## src/rtl/alu8_pkg.sv

```systemverilog
`timescale 1ns/1ps
package alu8_pkg;

    typedef enum logic [3:0] {
        OP_AND  = 4'd0,
        OP_OR   = 4'd1,
        OP_XOR  = 4'd2,
        OP_BIT  = 4'd3,
        OP_ADC  = 4'd4,
        OP_SBC  = 4'd5,
        OP_CMP  = 4'd6,
        OP_INC  = 4'd7,
        OP_DEC  = 4'd8,
        OP_ASL  = 4'd9,
        OP_LSR  = 4'd10,
        OP_ROL  = 4'd11,
        OP_ROR  = 4'd12,
        OP_RS13 = 4'd13,
        OP_RS14 = 4'd14,
        OP_RS15 = 4'd15
    } alu_op_e;

    localparam int FL_N = 3;
    localparam int FL_V = 2;
    localparam int FL_Z = 1;
    localparam int FL_C = 0;

    localparam logic [3:0] WE_NZ   = 4'b1010;
    localparam logic [3:0] WE_NVZ  = 4'b1110;
    localparam logic [3:0] WE_NZC  = 4'b1011;
    localparam logic [3:0] WE_ALL  = 4'b1111;
    localparam logic [3:0] WE_NONE = 4'b0000;

endpackage

```

## src/rtl/alu8_logic.sv

```systemverilog
`timescale 1ns/1ps
module alu8_logic
    import alu8_pkg::*;
#(
    parameter int W = 8
) (
    input  alu_op_e        op,
    input  logic [W-1:0]   a,
    input  logic [W-1:0]   b,
    output logic [W-1:0]   res
);

    always_comb begin
        case (op)
            OP_OR:   res = a | b;
            OP_XOR:  res = a ^ b;
            default: res = a & b;   // AND and bit test share the mask
        endcase
    end

endmodule

```

## src/rtl/alu8_adder.sv

```systemverilog
`timescale 1ns/1ps
module alu8_adder
    import alu8_pkg::*;
#(
    parameter int W = 8
) (
    input  alu_op_e        op,
    input  logic [W-1:0]   a,
    input  logic [W-1:0]   b,
    input  logic           c_in,
    output logic [W-1:0]   res,
    output logic           c_out,
    output logic           v_out
);

    localparam int SW = W + 1;

    logic [W-1:0]  b_eff;
    logic          cin_eff;
    logic [SW-1:0] sum;

    // Pick the second addend and carry-in so that one adder serves all
    always_comb begin
        case (op)
            OP_SBC: begin b_eff = ~b;       cin_eff = c_in; end
            OP_CMP: begin b_eff = ~b;       cin_eff = 1'b1; end
            OP_INC: begin b_eff = '0;       cin_eff = 1'b1; end
            OP_DEC: begin b_eff = '1;       cin_eff = 1'b0; end
            default: begin b_eff = b;       cin_eff = c_in; end
        endcase
    end

    assign sum   = {1'b0, a} + {1'b0, b_eff} + {{W{1'b0}}, cin_eff};
    assign res   = sum[W-1:0];
    assign c_out = sum[W];
    assign v_out = (a[W-1] == b_eff[W-1]) && (sum[W-1] != a[W-1]);

endmodule

```

## src/rtl/alu8_shift.sv

```systemverilog
`timescale 1ns/1ps
module alu8_shift
    import alu8_pkg::*;
#(
    parameter int W = 8
) (
    input  alu_op_e        op,
    input  logic [W-1:0]   a,
    input  logic           c_in,
    output logic [W-1:0]   res,
    output logic           c_out
);

    logic fill;

    // Rotates feed the old carry into the vacated bit, shifts feed zero
    assign fill = ((op == OP_ROL) || (op == OP_ROR)) ? c_in : 1'b0;

    always_comb begin
        case (op)
            OP_LSR, OP_ROR: begin
                res   = {fill, a[W-1:1]};
                c_out = a[0];
            end
            default: begin
                res   = {a[W-2:0], fill};
                c_out = a[W-1];
            end
        endcase
    end

endmodule

```

## src/rtl/alu8_core.sv

```systemverilog
`timescale 1ns/1ps
module alu8_core
    import alu8_pkg::*;
#(
    parameter int W = 8
) (
    input  logic          clk,
    input  logic          rst_n,
    input  logic [3:0]    op_i,
    input  logic [W-1:0]  a_i,
    input  logic [W-1:0]  b_i,
    input  logic          c_i,
    output logic [W-1:0]  res_o,
    output logic [3:0]    flags_o,
    output logic [3:0]    flag_we_o,
    output logic          res_we_o
);

    alu_op_e      op;
    logic [W-1:0] lg_res, ad_res, sh_res;
    logic         ad_c, ad_v, sh_c;

    logic [W-1:0] nxt_res;
    logic [3:0]   nxt_we;
    logic         nxt_rwe;
    logic         raw_n, raw_v, raw_z, raw_c;
    logic [3:0]   nxt_flags;
    logic         primed;

    assign op = alu_op_e'(op_i);

    alu8_logic #(.W(W)) u_logic (
        .op(op), .a(a_i), .b(b_i), .res(lg_res)
    );

    alu8_adder #(.W(W)) u_adder (
        .op(op), .a(a_i), .b(b_i), .c_in(c_i),
        .res(ad_res), .c_out(ad_c), .v_out(ad_v)
    );

    alu8_shift #(.W(W)) u_shift (
        .op(op), .a(a_i), .c_in(c_i),
        .res(sh_res), .c_out(sh_c)
    );

    // Result selection and per-operation flag rules
    always_comb begin
        nxt_res = '0;
        nxt_we  = WE_NONE;
        nxt_rwe = 1'b0;
        raw_c   = 1'b0;
        unique case (op)
            OP_AND, OP_OR, OP_XOR: begin
                nxt_res = lg_res; nxt_we = WE_NZ; nxt_rwe = 1'b1;
            end
            OP_BIT: begin
                nxt_res = lg_res; nxt_we = WE_NVZ;
            end
            OP_ADC, OP_SBC: begin
                nxt_res = ad_res; nxt_we = WE_ALL; nxt_rwe = 1'b1; raw_c = ad_c;
            end
            OP_CMP: begin
                nxt_res = ad_res; nxt_we = WE_NZC; raw_c = ad_c;
            end
            OP_INC, OP_DEC: begin
                nxt_res = ad_res; nxt_we = WE_NZ; nxt_rwe = 1'b1;
            end
            OP_ASL, OP_LSR, OP_ROL, OP_ROR: begin
                nxt_res = sh_res; nxt_we = WE_NZC; nxt_rwe = 1'b1; raw_c = sh_c;
            end
            default: begin
                nxt_res = '0; nxt_we = WE_NONE; nxt_rwe = 1'b0;
            end
        endcase
    end

    assign raw_n = (op == OP_BIT) ? b_i[W-1] : nxt_res[W-1];
    assign raw_v = (op == OP_BIT) ? b_i[W-2] : ad_v;
    assign raw_z = (nxt_res == '0);
    assign nxt_flags = {raw_n, raw_v, raw_z, raw_c} & nxt_we;

    always_ff @(posedge clk or negedge rst_n) begin
        if (!rst_n) begin
            res_o     <= '0;
            flags_o   <= '0;
            flag_we_o <= '0;
            res_we_o  <= 1'b0;
            primed    <= 1'b0;
        end else begin
            res_o     <= nxt_res;
            flags_o   <= nxt_flags;
            flag_we_o <= nxt_we;
            res_we_o  <= nxt_rwe;
            primed    <= 1'b1;
        end
    end


    reset_clear_chk: assert property (@(posedge clk)
        !rst_n |-> (res_o == '0 && flags_o == '0 && flag_we_o == '0 && !res_we_o));


    masked_flags_chk: assert property (@(posedge clk) disable iff (!rst_n)
        (flags_o & ~flag_we_o) == 4'b0000);


    zero_flag_chk: assert property (@(posedge clk) disable iff (!rst_n)
        flag_we_o[FL_Z] |-> (flags_o[FL_Z] == (res_o == '0)));


    neg_flag_chk: assert property (@(posedge clk) disable iff (!rst_n)
        (flag_we_o[FL_N] && !flag_we_o[FL_C] && !flag_we_o[FL_V] && res_we_o)
        |-> (flags_o[FL_N] == res_o[W-1]));


    cmp_carry_chk: assert property (@(posedge clk) disable iff (!rst_n)
        (primed && $past(op_i) == OP_CMP)
        |-> (flags_o[FL_C] == ($past(a_i) >= $past(b_i)) && !res_we_o));


    incdec_carry_chk: assert property (@(posedge clk) disable iff (!rst_n)
        (primed && ($past(op_i) == OP_INC || $past(op_i) == OP_DEC))
        |-> !flag_we_o[FL_C]);


    bit_nv_chk: assert property (@(posedge clk) disable iff (!rst_n)
        (primed && $past(op_i) == OP_BIT)
        |-> (flags_o[FL_N] == $past(b_i[W-1]) && flags_o[FL_V] == $past(b_i[W-2])));


    hold_chk: assert property (@(posedge clk) disable iff (!rst_n)
        (primed && $stable(op_i) && $stable(a_i) && $stable(b_i) && $stable(c_i)
         && $past(primed)) |=> $stable(res_o));

endmodule

```

## config.mk

```make
export PLATFORM = sky130hd
export DESIGN_NAME = alu8_core
export DESIGN_NICKNAME = d
export VERILOG_FILES = /design/src/rtl/alu8_pkg.sv /design/src/rtl/alu8_logic.sv /design/src/rtl/alu8_adder.sv /design/src/rtl/alu8_shift.sv /design/src/rtl/alu8_core.sv
export SDC_FILE = /design/constraint.sdc
export NUM_CORES = 1
export LEC_CHECK = 0
export BUFFER_PORTS_ARGS = -buffer_cell sky130_fd_sc_hd__buf_2
export CAP_MARGIN = 10
export CELL_PAD_IN_SITES_DETAIL_PLACEMENT = 0
export CELL_PAD_IN_SITES_GLOBAL_PLACEMENT = 1
export CORE_MARGIN = 4
export CORE_UTILIZATION = 35
export DETAILED_ROUTE_END_ITERATION = 6
export HOLD_SLACK_MARGIN = 0.05
export MAX_ROUTING_LAYER = met4
export PLACE_DENSITY_LB_ADDON = 0.1
export SYNTH_ARGS = -nofsm -noshare
export SYNTH_HDL_FRONTEND = slang
export SYNTH_SLANG_ARGS = --single-unit
```

## constraint.sdc

```tcl
create_clock -name clk -period 0.8 [get_ports clk]
set_clock_uncertainty 0.15 [all_clocks]
set_input_delay 0.16 -clock clk [delete_from_list [all_inputs] [get_ports clk]]
set_output_delay 0.16 -clock clk [all_outputs]
set_load 0.1 [all_outputs]
```

==> results.ini <==
[grt]
antenna_found_initial=0
grt_usage_pct=23.5
grt_pass1_vias=2652
grt_pass1_wl_um=13300
grt_overflow=0
grt_max_degree=30

[cts]
cts_made_buffers=3
root_buffer=clkbuf_8
clock_path_buffers=2
clkTransAtPathRegs_ns=0.06
cts_tree=yes
cts.sinks=16
htreeDepth=1

[die]
io_pins=40
die_h_um=85.1
fp-row-count=27
die_w_um=85.1
core_area_sq_mm=0.00564
start_util_pct=36.9
die_area_sq_mm=0.00724

[detailed_routing]
drt-total-wl_um=8350
vias_per_cell=5.45
first_pass_iters=4
ant_nets=0
dr.first_iter.drc_count=144
drc_errors=0
vias=2554
drt-wirelength-per-cell_um=17.8

[timing]
slew_headroom_pct=65.9
fmax_mhz=329
whs_ns=-0.344
setup_viol=32
finalHoldViolCount=16
tightestPinTransition_ns=0.507
min_period_over_period_pct=380
slew_violations=0
rsz0062_at_grt=yes
fin_ws_ns=-2.24
period_needed_ns=3.04

[synth]
post_synth.cell_area_avg_sq_um=8.25
synthesis.area_sq_mm=0.00208
synth_area_leaders=dfrtp_1 (19%), ha_1 (14%), mux2_2 (7.6%)
ys_seq_area_share_pct=19.3
synth_nets=300
synth-seq-cells=16
synthArstFlopShare_pct=100
synthFlopType=dfrtp_1
syn-instance-count=252
synth_edf_count=0
synthDistinctLibCells=59
netlist_top_cells_count=ha_1 (23), inv_1 (21), dfrtp_1 (16), nor2_1 (16)
synth_top_area_share_pct=19.3
yosysMostFrequentCell=ha_1
yosysTopAreaCell=dfrtp_1
ys_warn_count=0

[worst_setup_path]
worstSetupPathType=in2reg
critPathCapture=flags_o[1]
cp-start-kind=input pin
cp_max_fo=5
critical_path.most_common_cell=fa_2
cpMaxStageDelayCell=or4_4
worstPathCellList=buf_8 -> nor2b_4 -> nand2_2 -> mux2_4 -> o211ai_1 -> fa_2 -> inv_2 -> fa_2 -> nand2b_4 -> a21oi_4 -> xor2_1 -> a2111o_1 -> or4_4 -> nor4_2
cp-startpoint=op_i[1]
worst_ep_arrival_time_ns=3.05
max_stage_delay_ns=0.43
required_ns=0.80
endpoint_kind=flip-flop

[finish]
multi_input_area_sq_mm=0.00183
nets=446
register_area_sq_um=457
syn_to_final_growth_pct=94.5
utilization_pct=71.7
drive_above_1_share_pct=59.7
fillers=402
diodes=0

[power_and_ir_drop]
swShare_pct=42.6
leakagePower_nw=1.88
power.internal_mw=3.13
power_frac_comb_pct=68.0
p_seq_share_pct=19.5
vdd_drop_max_mv=1.41
switching_power_mw=2.32
power_density_mw_per_mm2=1350
power_mw=5.45
p_clk_share_pct=12.6

[place]
dp_hpwl_um=5780
gp_congestion=0.992
port_buffers=39

[flow_run]
maxCapViolations=0

[worst_hold_path]
hold_class=in2async

[outcome]
violations=negative hold slack, negative setup slack
status=complete, but fails checks

## stage by stage
step	cells	area [sq um]	setup TNS, ns	setup slack [ns]	hold WS, ns
after floorplan	252	2220	-26.66	-2.58	-0.286
after global placement	436	3290	-32.56	-2.81	-0.0772
after detailed placement	436	3290	-32.13	-2.78	-0.0734
after CTS	464	3890	-29.48	-2.19	-0.337
after global routing	469	4040	-32.38	-2.39	-0.321
final	469	4040	-30.93	-2.24	-0.344
## registers in the layout, summed over array words and instances (netlist names)
signal,cells
res_o,8
flags_o,4
res_we_o,1
flag_we_o,3
## cell type report
| cell class | count | share of cell area, % |
|---|---|---|
| Inverter | 22 | 2.10 |
| Tap cell | 72 | 2.23 |
| Timing Repair Buffer | 157 | 37.8 |
| Sequential cell | 16 | 11.3 |
| Multi-Input combinational cell | 198 | 45.2 |
| Clock buffer | 4 | 1.36 |
## worst max-delay path, delay by kind of cell
family / cells / cell delay [ns]
simple gates: 5 / 0.94
xor+xnor: 1 / 0.11
fa+ha+maj: 2 / 0.63
buf+inv: 2 / 0.12
mux: 1 / 0.26
compound gates: 3 / 0.83
## cells in the final DEF (no fill, tap or decap), types with 3 or more instances in the layout
master and n:
buf_12 21, buf_8 3, a22oi_1 4, dfrtp_4 15, clkbuf_8 4, nor2_4 3
buf_4 90, buf_2 18, nand2_2 4, nor2b_1 6, a21o_1 4, inv_1 19
o21ai_0 8, a21oi_4 3, mux2i_1 3, mux2_2 9, nor2b_4 4, nand2b_1 7
nand3b_1 3, o2bb2ai_1 4, ha_1 21, buf_6 24, o211ai_1 10, a21oi_1 10
nand3_1 9, nor2_1 13, mux2_4 6, nand2_1 8
## repair_timing
item                       4_1_cts  5_1_grt
setup endpoints to repair       33       33
cloned                           1        0
resized for setup               86       24
setup buffers                   26        8
pin swaps                       37       27
hold endpoints to repair        16       16
## how the worst min path moves through the flow
stage	cells after the start	slack, ns	to	startpoint
after CTS	1	-0.34	res_o[0]	rst_n
after floorplan	0	-0.29	flags_o[1]	rst_n
after global routing	1	-0.32	flag_we_o[0]	rst_n
after detailed placement	1	-0.07	res_o[0]	rst_n
after global placement	1	-0.08	res_o[3]	rst_n
final	1	-0.34	res_o[1]	rst_n
## metal layers
layer,GRT usage (%),part of all wire [%]
met1,28.8,42
met2,38.7,49
met3,2.82,5.4
met4,10.4,2.9
met5,-,0
## power by group through the flow
stage	sequential [mW]	clock [mW]	combinational, mW
after floorplan	1.80	0	0.972
after global placement	1.08	0	2.97
after detailed placement	1.08	0	2.99
after CTS	1.06	0.694	3.45
after global routing	1.07	0.750	3.88
final	1.06	0.684	3.70
## logic make-up after synthesis
logic type	Yosys count	share of synthesized area, %
buffers and inverters	38	7.82
and+or+nand+nor	72	17.9
AOI/OAI and AO/OA	78	27.5
adders and majority gates	25	15.8
DFF	16	19.3
xor gates and xnor gates	4	1.69
muxes	19	10.0
Note: power is estimated with default switching activity, not from simulation.
